===== src/rtl/tsin_pkg.sv =====
package tsin_pkg;

    localparam logic [7:0] SYNC_BYTE   = 8'h47;
    localparam int         SHORT_LEN   = 188;
    localparam int         LONG_LEN    = 204;
    localparam int         STAMP_POS   = 10;
    localparam int         STAMP_W     = 32;
    localparam int         STAMP_BYTES = STAMP_W / 8;
    localparam int         POS_W       = 8;

    typedef enum logic [1:0] {
        ST_HUNT    = 2'd0,
        ST_CONFIRM = 2'd1,
        ST_LOCKED  = 2'd2
    } sync_state_e;

    typedef struct packed {
        logic [7:0]         data;
        logic               sop;
        logic               last;
        logic [STAMP_W-1:0] stamp;
    } fifo_entry_t;

    function automatic logic [POS_W-1:0] pkt_len(input logic long_sel);
        return long_sel ? POS_W'(LONG_LEN) : POS_W'(SHORT_LEN);
    endfunction

endpackage


===== src/rtl/tsin_sync_fsm.sv =====
module tsin_sync_fsm
    import tsin_pkg::*;
#(
    parameter int LOCK_HITS  = 3,
    parameter int MISS_LIMIT = 3
) (
    input  logic       clk,
    input  logic       rst,
    input  logic       in_valid,
    input  logic [7:0] in_data,
    output logic       fwd,
    output logic       fwd_sop,
    output logic       fwd_last,
    output logic       fwd_stamp,
    output logic       locked,
    output logic       long_pkt,
    output logic       sync_miss
);

    localparam int HIT_W  = $clog2(LOCK_HITS + 1);
    localparam int MISS_W = $clog2(MISS_LIMIT + 1);

    sync_state_e       state;
    logic [POS_W-1:0]  pos;
    logic [POS_W-1:0]  cur_pos;
    logic [POS_W-1:0]  len_m1;
    logic              len_known;
    logic [HIT_W-1:0]  hits;
    logic [MISS_W-1:0] misses;
    logic              is_sync;
    logic              at_start;
    logic              lock_now;
    logic              drop_now;

    always_comb begin
        is_sync   = (in_data == SYNC_BYTE);
        len_m1    = pkt_len(long_pkt) - 1'b1;
        at_start  = len_known && (pos == len_m1);
        cur_pos   = at_start ? '0 : pos + 1'b1;
        lock_now  = in_valid && (state == ST_CONFIRM) && at_start && is_sync
                    && (32'(hits) + 1 >= LOCK_HITS);
        sync_miss = in_valid && (state == ST_LOCKED) && at_start && !is_sync;
        drop_now  = sync_miss && (32'(misses) + 1 >= MISS_LIMIT);
        fwd       = lock_now || (in_valid && (state == ST_LOCKED) && !drop_now);
        fwd_sop   = fwd && (cur_pos == '0);
        fwd_last  = fwd && (cur_pos == len_m1);
        fwd_stamp = fwd && (cur_pos == POS_W'(STAMP_POS));
    end

    assign locked = (state == ST_LOCKED);

    always_ff @(posedge clk) begin
        if (rst) begin
            state     <= ST_HUNT;
            pos       <= '0;
            len_known <= 1'b0;
            long_pkt  <= 1'b0;
            hits      <= '0;
            misses    <= '0;
        end else if (in_valid) begin
            unique case (state)
                ST_HUNT: begin
                    if (is_sync) begin
                        state     <= ST_CONFIRM;
                        pos       <= '0;
                        hits      <= HIT_W'(1);
                        len_known <= 1'b0;
                    end
                end
                ST_CONFIRM: begin
                    if (!len_known) begin
                        if (is_sync && (32'(pos) + 1 == SHORT_LEN)) begin
                            len_known <= 1'b1;
                            long_pkt  <= 1'b0;
                            pos       <= '0;
                            hits      <= hits + 1'b1;
                        end else if (32'(pos) + 1 == LONG_LEN) begin
                            if (is_sync) begin
                                len_known <= 1'b1;
                                long_pkt  <= 1'b1;
                                pos       <= '0;
                                hits      <= hits + 1'b1;
                            end else begin
                                state <= ST_HUNT;
                            end
                        end else begin
                            pos <= pos + 1'b1;
                        end
                    end else if (at_start) begin
                        if (!is_sync) begin
                            state <= ST_HUNT;
                        end else begin
                            pos  <= '0;
                            hits <= hits + 1'b1;
                            if (lock_now) begin
                                state  <= ST_LOCKED;
                                misses <= '0;
                            end
                        end
                    end else begin
                        pos <= cur_pos;
                    end
                end
                ST_LOCKED: begin
                    pos <= cur_pos;
                    if (at_start) begin
                        if (is_sync) begin
                            misses <= '0;
                        end else if (drop_now) begin
                            state     <= ST_HUNT;
                            len_known <= 1'b0;
                        end else begin
                            misses <= misses + 1'b1;
                        end
                    end
                end
                default: state <= ST_HUNT;
            endcase
        end
    end

endmodule


===== src/rtl/tsin_stats.sv =====
module tsin_stats #(
    parameter int CNT_W = 16,
    parameter int N_CNT = 2
) (
    input  logic                        clk,
    input  logic                        rst,
    input  logic                        clr,
    input  logic [N_CNT-1:0]            inc,
    output logic [N_CNT-1:0][CNT_W-1:0] cnt
);

    for (genvar g = 0; g < N_CNT; g++) begin : g_ctr
        always_ff @(posedge clk) begin
            if (rst || clr) begin
                cnt[g] <= '0;
            end else if (inc[g] && (cnt[g] != '1)) begin
                cnt[g] <= cnt[g] + 1'b1;
            end
        end
    end

endmodule


===== src/rtl/tsin_tail_fifo.sv =====
module tsin_tail_fifo
    import tsin_pkg::*;
#(
    parameter int DEPTH = 4
) (
    input  logic        clk,
    input  logic        rst,
    input  logic        push,
    input  fifo_entry_t push_entry,
    output logic        full,
    output logic        out_valid,
    output logic [7:0]  out_data,
    output logic        out_sop,
    output logic        out_eop
);

    localparam int AW = $clog2(DEPTH);
    localparam int TW = $clog2(STAMP_BYTES + 1);

    fifo_entry_t        mem [DEPTH];
    fifo_entry_t        head;
    logic [AW:0]        wr_ptr;
    logic [AW:0]        rd_ptr;
    logic               empty;
    logic [STAMP_W-1:0] tail_sr;
    logic [TW-1:0]      tail_left;

    assign empty = (wr_ptr == rd_ptr);
    assign full  = (wr_ptr[AW-1:0] == rd_ptr[AW-1:0]) && (wr_ptr[AW] != rd_ptr[AW]);
    assign head  = mem[rd_ptr[AW-1:0]];

    always_ff @(posedge clk) begin
        if (push && !full) begin
            mem[wr_ptr[AW-1:0]] <= push_entry;
        end
    end

    always_ff @(posedge clk) begin
        if (rst) begin
            wr_ptr    <= '0;
            rd_ptr    <= '0;
            tail_sr   <= '0;
            tail_left <= '0;
            out_valid <= 1'b0;
            out_data  <= '0;
            out_sop   <= 1'b0;
            out_eop   <= 1'b0;
        end else begin
            if (push && !full) begin
                wr_ptr <= wr_ptr + 1'b1;
            end
            out_valid <= 1'b0;
            out_sop   <= 1'b0;
            out_eop   <= 1'b0;
            if (tail_left != '0) begin
                out_valid <= 1'b1;
                out_data  <= tail_sr[STAMP_W-1 -: 8];
                tail_sr   <= tail_sr << 8;
                tail_left <= tail_left - 1'b1;
                out_eop   <= (tail_left == TW'(1));
            end else if (!empty) begin
                out_valid <= 1'b1;
                out_data  <= head.data;
                out_sop   <= head.sop;
                rd_ptr    <= rd_ptr + 1'b1;
                if (head.last) begin
                    tail_sr   <= head.stamp;
                    tail_left <= TW'(STAMP_BYTES);
                end
            end
        end
    end

endmodule


===== src/rtl/tsin_pkt_proc.sv =====
module tsin_pkt_proc
    import tsin_pkg::*;
#(
    parameter int CNT_W      = 16,
    parameter int LOCK_HITS  = 3,
    parameter int MISS_LIMIT = 3,
    parameter int FIFO_DEPTH = 4
) (
    input  logic             clk,
    input  logic             rst,
    input  logic             clr,
    input  logic             in_valid,
    input  logic [7:0]       in_data,
    input  logic             in_err,
    input  logic [CNT_W-1:0] err_limit,
    output logic             out_valid,
    output logic [7:0]       out_data,
    output logic             out_sop,
    output logic             out_eop,
    output logic             locked,
    output logic             long_pkt,
    output logic             err_flag,
    output logic [CNT_W-1:0] sync_loss_cnt,
    output logic [CNT_W-1:0] data_err_cnt
);

    logic               fwd;
    logic               fwd_sop;
    logic               fwd_last;
    logic               fwd_stamp;
    logic               sync_miss;
    logic               fifo_full;
    logic [STAMP_W-1:0] stamp_ctr;
    logic [STAMP_W-1:0] stamp_hold;
    fifo_entry_t        entry;
    logic [1:0][CNT_W-1:0] counts;

    tsin_sync_fsm #(
        .LOCK_HITS  (LOCK_HITS),
        .MISS_LIMIT (MISS_LIMIT)
    ) u_sync (
        .clk       (clk),
        .rst       (rst),
        .in_valid  (in_valid),
        .in_data   (in_data),
        .fwd       (fwd),
        .fwd_sop   (fwd_sop),
        .fwd_last  (fwd_last),
        .fwd_stamp (fwd_stamp),
        .locked    (locked),
        .long_pkt  (long_pkt),
        .sync_miss (sync_miss)
    );

    always_ff @(posedge clk) begin
        if (rst) begin
            stamp_ctr  <= '0;
            stamp_hold <= '0;
        end else begin
            stamp_ctr <= stamp_ctr + 1'b1;
            if (fwd_stamp) begin
                stamp_hold <= stamp_ctr;
            end
        end
    end

    always_comb begin
        entry.data  = in_data;
        entry.sop   = fwd_sop;
        entry.last  = fwd_last;
        entry.stamp = stamp_hold;
    end

    tsin_tail_fifo #(
        .DEPTH (FIFO_DEPTH)
    ) u_tail (
        .clk        (clk),
        .rst        (rst),
        .push       (fwd),
        .push_entry (entry),
        .full       (fifo_full),
        .out_valid  (out_valid),
        .out_data   (out_data),
        .out_sop    (out_sop),
        .out_eop    (out_eop)
    );

    tsin_stats #(
        .CNT_W (CNT_W),
        .N_CNT (2)
    ) u_stats (
        .clk (clk),
        .rst (rst),
        .clr (clr),
        .inc ({sync_miss, in_valid && in_err}),
        .cnt (counts)
    );

    assign data_err_cnt  = counts[0];
    assign sync_loss_cnt = counts[1];
    assign err_flag      = (data_err_cnt > err_limit);

endmodule


===== config.mk =====
export PLATFORM = sky130hd
export DESIGN_NAME = tsin_pkt_proc
export DESIGN_NICKNAME = d
export VERILOG_FILES = /design/src/rtl/tsin_pkg.sv /design/src/rtl/tsin_sync_fsm.sv /design/src/rtl/tsin_stats.sv /design/src/rtl/tsin_tail_fifo.sv /design/src/rtl/tsin_pkt_proc.sv
export SDC_FILE = /design/constraint.sdc
export NUM_CORES = 1
export LEC_CHECK = 0
export ABC_CLOCK_PERIOD_IN_PS = 3430
export BUFFER_PORTS_ARGS = -buffer_cell sky130_fd_sc_hd__buf_2
export CORE_ASPECT_RATIO = 2
export CORE_MARGIN = 2
export CORE_UTILIZATION = 50
export CTS_CLUSTER_SIZE = 30
export DETAILED_ROUTE_END_ITERATION = 16
export GPL_TIMING_DRIVEN = 0
export PLACE_DENSITY = 0.72
export SLEW_MARGIN = 20
export SYNTH_ARGS = -nofsm -noshare
export SYNTH_HDL_FRONTEND = slang
export SYNTH_HIERARCHICAL = 1
export SYNTH_SLANG_ARGS = --single-unit

===== constraint.sdc =====
create_clock -name clk -period 3.43 [get_ports clk]
set_clock_uncertainty 0.1 [all_clocks]
set_input_delay 0.686 -clock clk [delete_from_list [all_inputs] [get_ports clk]]
set_output_delay 0.686 -clock clk [all_outputs]
set_load 0.03 [all_outputs]

==> run metrics, run 1 <==
Placed Area 15920 µm²; fmax 0.3060 GHz; RSZ-0062 raised after global routing yes; PwrDens 540.1 nW/µm²; first-pass GRT wire length 55.92 mm; Syn Area/Cell 11.90 µm²; GRT Resource Usage Total 0.2171; Hold Buf Count CTS 0; die footprint 31650 µm²; placed cells 1709; CTS sink count 334; via count 10600; Crit path largest cell delay 550 ps; Area Overhead vs Synth 12.76%; CP Cell Sequence ha_4, and4b_2, o21ai_4, or4_4, a21oi_4, nand4bb_2, nor3b_2, clkbuf_4, buf_4, mux2i_1, nor2_1; mapped cell area 15080 µm²; Pleak 0.005825 µW; MaxCap Viol Count 0; Util after Layout 0.5676; final instance count without filler cells 1769; final hold violation count 0; DR WL/cell 19.55 µm; Die X 126.8 µm; GR Overflow Total 0; Mapped Cells 1267; Net Count, Synth 1332; layout cells sized above 1 0.1963; Die Y-Extent 249.6 µm; gpl congestion 0.9285; initial drt markers 774; Ant. Diodes 0; DP HPWL 23.08 mm; max_slew headroom 0.4537; post-route cell area 17000 µm²; DRC Markers 0; H-Tree Depth 1; Period Utilization, post-route 0.9529; drt total wl 34.59 mm; worst setup margin 161.6 ps; pin count of the biggest net entering global routing 23; critical path class flop to flop; pre-CTS WS -924.8 ps; vias in the first global route 10770; clk root buf clkbuf_16; Detailed Routing Iterations Pass 1 5; TritonCTS clock tree done; Worst EP required 3760 ps; CP Max Fanout 11; Final setup viols 0; worst supply voltage drop on vdd 0.0004221 V; Core ar. 29950 µm²; Setup Total Neg Slack 0 ps; Worst Setup Start Kind flop; # rows 90; Worst-Skew Late Latency 560 ps; Setup crit end kind flop; remaining antenna violation count 0; Worst Path Arrival 3600 ps; status finished clean; Initial Util 0.5034; clock-pin slew on the worst setup and hold paths 70 ps; Via density 5.994; Ports 75; TritonCTS Buffers 29; min Tclk post-route 3268 ps; min-delay worst type input pin to flop; Longest Clk Path Bufs 3; Crit-path slowest cell or4_4; Synth warnings 6; Final nets 1443; pin slew with the least headroom to its limit 811.9 ps; # port buffers 74; Max Slew Vio Count 0; initial antenna violation count 0
routing by layer:
metal,vias up,track usage,share of wire
met1,5224,0.2826,0.42
met2,303,0.3802,0.51
met3,61,0.02229,0.047
met4,0,0.06970,0.025
met5,-,0,0
li1,5016,-,-
flip-flops by register name, summed over array words and instances (netlist names), 8 cells and up, named ones only:
| register | count |
|---|---|
| u_tail/tail_sr | 32 |
| u_stats/cnt | 32 |
| u_sync/pos | 8 |
| u_tail/mem | 168 |
| stamp_hold | 32 |
| u_tail/out_data | 8 |
| stamp_ctr | 32 |
per-stage QoR:
stage / hold slack [ps] / total power (µW)
2_1_floorplan: 336.7 / 5573
3_3_place_gp: 352.7 / 5867
3_5_place_dp: 351.9 / 5908
4_1_cts: 241.0 / 9257
5_1_grt: 248.3 / 9537
6_report: 262.5 / 9184
final cells by class:
cell class,count,area (µm²)
sequential,334,8373
multi-input combinational,836,6311
fill,2457,12950
clock inverter,15,191.4
tap,368,460.4
timing repair buffer,76,385.4
clock buffer,39,783.3
buffer,66,366.6
inverter,35,131.4
worst max-delay path: cells and delay by family (launching register included):
kind                     cells  cell delay, ps
AO/OA/AOI/OAI                2             380
adder cells (fa/ha/maj)      1             200
buffers and inverters        2             470
flip-flops                   1             440
multiplexers                 1             220
AND/OR/NAND/NOR              5            1330
layout by cell type (no fill, tap or decap), types with 9 or more instances in the layout:
| cell | count |
|---|---|
| a211oi_1 | 10 |
| a21oi_1 | 67 |
| a311oi_2 | 22 |
| and2_1 | 9 |
| buf_2 | 89 |
| clkbuf_1 | 42 |
| clkbuf_16 | 29 |
| dfxtp_1 | 164 |
| edfxtp_1 | 168 |
| ha_1 | 35 |
| inv_1 | 35 |
| mux2i_1 | 50 |
| mux4_2 | 42 |
| nand2_1 | 129 |
| nand3_1 | 38 |
| nand4_1 | 26 |
| nor2_1 | 115 |
| nor2b_1 | 14 |
| nor3_1 | 17 |
| o211ai_1 | 9 |
| o21ai_0 | 35 |
| o31ai_1 | 15 |
| o41ai_1 | 10 |
| or3_1 | 22 |
| or4_1 | 12 |
| xor2_1 | 10 |
final timing paths:
check / slack [ps] / to / cells after the start / startpoint
max: 160 / stamp_hold[20] / 11 / u_sync/pos[1]
min: 260 / u_tail/mem[1][34] / 1 / in_data[0]
max reg2reg: 160 / stamp_hold[20] / 11 / u_sync/pos[1]
min reg2reg: 370 / u_tail/tail_sr[2] / 2 / u_tail/tail_sr[2]
where the power goes:
part | switching, µW | total (µW) | internal [µW]
Combinational | 750 | 1290 | 538
Sequential | 145 | 4540 | 4390
Clock | 1440 | 3360 | 1910
timing repair:
action | in CTS | in global routing
setup endpoints to repair | 205 | 80
setup buffers | 0 | 2
hold endpoints to repair | 0 | 0
resized for setup | 14 | 7
pin swaps | 4 | 1
cloned | 4 | 0
(Power assumes the default switching activity.)
==> inputs of run 2 (changes only) <==
--- a/config.mk
+++ b/config.mk
@@ -5,6 +5,7 @@
 export SDC_FILE = /design/constraint.sdc
 export NUM_CORES = 1
 export LEC_CHECK = 0
+export ABC_AREA = 1
 export ABC_CLOCK_PERIOD_IN_PS = 3430
 export BUFFER_PORTS_ARGS = -buffer_cell sky130_fd_sc_hd__buf_2
 export CORE_ASPECT_RATIO = 2
==> run metrics, run 2 <==
initial antenna violation count 0; Hold Buf Count CTS 0; Final nets 2257; Final setup viols 0; layout cells sized above 1 0.1191; Longest Clk Path Bufs 3; Multi-input gate area 6382 µm²; min Tclk post-route 3179 ps; Setup Total Neg Slack 0 ps; Area Overhead vs Synth 13.16%; post-route cell area 18360 µm²; MaxCap Viol Count 0; Die Y-Extent 258.8 µm; Reg2Reg Setup Slack 250 ps; gpl congestion 0.9248; Worst-Skew Late Latency 570 ps; CTS sink count 334; GR Overflow Total 0; critical path class flop to flop; remaining antenna violation count 0; drt total wl 42.28 mm; HP Start in_data[5]; Mapped Cells 2077; initial drt markers 734; Ports 75; Detailed Routing Iterations Pass 1 8; via count 13590; status finished clean; pin slew with the least headroom to its limit 671.3 ps; pre-CTS WS -713.1 ps; # port buffers 74; min-delay worst type input pin to flop; R2R Path Start u_sync/pos[1]; Hold EP u_tail/mem[3][39]; fillers 2934; vias in the first global route 13630; Net Count, Synth 2142; PwrDens 629.9 nW/µm²; Initial Util 0.5053; DRC Markers 0; fmax 0.3145 GHz; placed cells 2586; Switch Pwr 4145 µW; commonest cells after routing, fill and taps aside nand2_1, nor2_1, inv_1, edfxtp_1, dfxtp_1; Pleak 0.007879 µW; R2R Path End stamp_hold[22]; die footprint 34000 µm²; max_slew headroom 0.5525; clock-pin slew on the worst setup and hold paths 70 ps; Die X 131.4 µm; Worst Setup Start Kind flop; worst supply voltage drop on vdd 0.0004232 V; DP HPWL 31.71 mm; final instance count without filler cells 2643; clk root buf clkbuf_16; Worst Path Arrival 3530 ps; RSZ-0062 raised after global routing no; worst setup margin 250.8 ps; Placed Area 17340 µm²; Sw Ratio 0.3584; commonest non-fill, non-tap cell in the layout nand2_1; Seq pwr share 0.390; Worst EP required 3780 ps; pin count of the biggest net entering global routing 24; Core ar. 32120 µm²; Int Power 7422 µW; Worst Hold Depth 1; Syn Area/Cell 7.813 µm²; Ant. Diodes 0; # rows 93; Setup crit end kind flop; Logic pwr share 0.318; Clock Power Share 0.291; max FFs per register 168; H-Tree Depth 1; Reg area 8371 µm²; CP Max Fanout 10; Util after Layout 0.5718; Max Slew Vio Count 0; mapped cell area 16230 µm²; final hold violation count 0; TritonCTS Buffers 30; Via density 5.142; Period Utilization, post-route 0.9269; TritonCTS clock tree done; DR WL/cell 16.00 µm; Synth warnings 6; R2R depth 17; first-pass GRT wire length 66.80 mm; GRT Resource Usage Total 0.2465
==> run 2: changes by cell type in the layout (fill, tap and decap cells not counted), sizes merged, moves of 53 or more <==
cell   change
nand2    +452
inv      +266
nor2     +212
nand3     +97
a21oi     +70
o21ai     +53
==> run 2: how the worst max path moves through the flow <==
stage	endpoint	slack [ps]	startpoint
after global placement	u_tail/mem[2][19]	-3600	in_data[5]
final	stamp_hold[22]	250	u_sync/pos[1]
after detailed placement	u_tail/mem[1][19]	-710	in_data[5]
after CTS	u_tail/mem[1][20]	70	u_sync/pos[1]
after floorplan	u_tail/mem[0][0]	-690	in_data[5]
after global routing	stamp_hold[24]	40	u_sync/pos[1]
==> run 2: per-layer routing <==
metal  part of all wire  wire, µm  global-route usage  vias up
li1                   -         -                   -     6803
met4              0.079      3340              0.1842        0
met3              0.036      1538             0.02152      177
met2               0.55     23390              0.4987      415
met1               0.33     14010              0.2217     6194
met5                  0         0                   0        -
==> run 2: cell type report <==
type	instances	area share
flip-flops and latches	334	0.4558
multi-input cells	1368	0.3476
inverters	303	0.06194
clock buffers	40	0.04572
repair buffers	83	0.03053
well taps	427	0.02910
plain buffers	72	0.02078
clock inverters	16	0.008517
==> run 2: through the flow <==
| step | total power [µW] | hold WS, ps |
|---|---|---|
| floorplan | 7199 | 320.5 |
| global placement | 8179 | 336.7 |
| detailed placement | 8250 | 346.2 |
| CTS | 11630 | 223.5 |
| global route | 12210 | 250.0 |
| finish | 11570 | 244.9 |
==> run 2: power by group through the flow <==
stage	clock (µW)	combinational, µW	sequential, µW
finish	3370	3680	4520
global route	3560	4110	4540
CTS	3440	3680	4520
detailed placement	0	3650	4600
global placement	0	3580	4600
floorplan	0	2560	4640
==> run 2: timing repair <==
item / CTS / global route
pin swaps: 0 / 1
resized for setup: 4 / 8
endpoints found under the hold margin: 0 / 0
buffers inserted: 0 / 1
endpoints found under the setup margin: 180 / 74
==> run 2: critical path: stages (launching register included) <==
cell	delay, ps
dfxtp_2	430
ha_1	270
nand4_1	130
inv_2	170
nand2_4	80
nor2_4	190
inv_2	60
buf_6	150
nand2_1	80
inv_1	70
nor2_1	180
nand4_1	190
nor2_1	140
clkbuf_2	230
inv_1	110
clkbuf_1	250
nor2_1	170
nor2_1	60
==> inputs of run 3 (changes only) <==
--- a/config.mk
+++ b/config.mk
@@ -15,6 +15,7 @@
 export DETAILED_ROUTE_END_ITERATION = 16
 export GPL_TIMING_DRIVEN = 0
 export PLACE_DENSITY = 0.72
+export RECOVER_POWER = 100
 export SLEW_MARGIN = 20
 export SYNTH_ARGS = -nofsm -noshare
 export SYNTH_HDL_FRONTEND = slang
==> run metrics, run 3 (synthesis gave the netlist of run 2 again) <==
fmax 0.3073 GHz; Ports 75; final instance count without filler cells 2643; PwrDens 632.4 nW/µm²; via count 13620; commonest non-fill, non-tap cell in the layout nand2_1; pre-CTS WS -713.1 ps; final hold violation count 0; worst setup margin 176.0 ps; Ant. Diodes 0; Longest Clk Path Bufs 3; DR WL/cell 16.02 µm; Initial Util 0.5053; # port buffers 74; max_slew headroom 0.4473; RSZ-0062 raised after global routing no; Final setup viols 0; max FFs per register 168; fillers 3016; worst supply voltage drop on vdd 0.0004220 V; TritonCTS clock tree done; Setup crit end kind flop; gpl congestion 0.9248; pin count of the biggest net entering global routing 24; initial drt markers 734; Max Slew Vio Count 0; Area Overhead vs Synth 11.50%; Die X 131.4 µm; DRC Markers 0; Worst Path Arrival 3400 ps; critical path startpoint u_sync/pos[1]; clock-pin slew on the worst setup and hold paths 70 ps; Worst EP required 3580 ps; GRT Resource Usage Total 0.2465; status finished clean; min-delay worst type input pin to flop; critical path class flop to flop; H-Tree Depth 1; Via density 5.155; R2R depth 11; GR Overflow Total 0; TritonCTS Buffers 30; Worst Hold Depth 1; Worst Setup Start Kind flop; Detailed Routing Iterations Pass 1 5; layout cells sized above 1 0.08032; R2R Path Start u_sync/pos[1]; Final nets 2257; initial antenna violation count 0; remaining antenna violation count 0; Worst-Skew Late Latency 570 ps; MaxCap Viol Count 0; placed cells 2586; first-pass GRT wire length 66.80 mm; pin slew with the least headroom to its limit 829.0 ps; HP Start in_data[5]; clk root buf clkbuf_16; Core ar. 32120 µm²; DP HPWL 31.71 mm; Hold Buf Count CTS 0; CP Max Fanout 21; commonest cells after routing, fill and taps aside nand2_1, nor2_1, inv_1, edfxtp_1, dfxtp_1; die footprint 34000 µm²; Reg2Reg Setup Slack 180 ps; # rows 93; Die Y-Extent 258.8 µm; Period Utilization, post-route 0.9487; drt total wl 42.33 mm; CTS sink count 334; vias in the first global route 13630; Pleak 0.007568 µW; min Tclk post-route 3254 ps
run 3: power by group:
part	internal (µW)	switching (µW)	total [µW]	leakage [µW]
combinational	1040	2520	3560	0.00436
sequential	4390	125	4520	0.00273
clock	1880	1480	3360	0.000478
total	7320	4120	11400	0.00757
run 3: stage by stage:
step	power [µW]	setup TNS (ps)	util	hold slack (ps)	area, µm²
3_3_place_gp	8179	-630280	0.5334	336.7	17130
4_1_cts	11630	0	0.5713	223.5	18350
6_report	11440	0	0.5634	309.6	18090
2_1_floorplan	7199	-116200	-	320.5	16230
3_5_place_dp	8250	-100800	0.5401	346.2	17340
5_1_grt	12100	0	0.5634	326.4	18090
run 3: layer usage:
metal  GRT usage  routed length, µm
met5           0                  0
met4      0.1842               3281
met3     0.02152               1453
met2      0.4987              23460
met1      0.2217              14140
run 3: area by class of cell:
type                       count  area, µm²  area share
tap                          427      534.3     0.02953
inverter                     303       1137     0.06286
timing repair buffer          83      431.7     0.02386
sequential                   334       8371      0.4626
buffer                        72      342.8     0.01895
clock buffer                  40      839.6     0.04640
multi-input combinational   1368       6281      0.3471
clock inverter                16      156.4    0.008644
run 3: final timing paths:
check | to
hold / removal | u_tail/mem[2][39]
setup reg to reg | u_tail/mem[1][20]
setup / recovery | u_tail/mem[1][20]
hold reg to reg | u_tail/out_eop
run 3: critical path: stages (launching register included):
cell and delay (ps):
dfxtp_2 430, ha_1 270, nand4_1 130, inv_2 170
nand2_4 80, nor2_4 200, nand4_1 190, o21ai_2 250
nand2_2 250, nor2_1 360, buf_16 200, buf_6 260
run 3: repair_timing:
| action | in CTS | in global routing |
|---|---|---|
| resized for setup | 4 | 8 |
| cloned | 0 | 0 |
| setup endpoints to repair | 180 | 74 |
| pin swaps | 0 | 1 |
| buffers inserted | 0 | 1 |
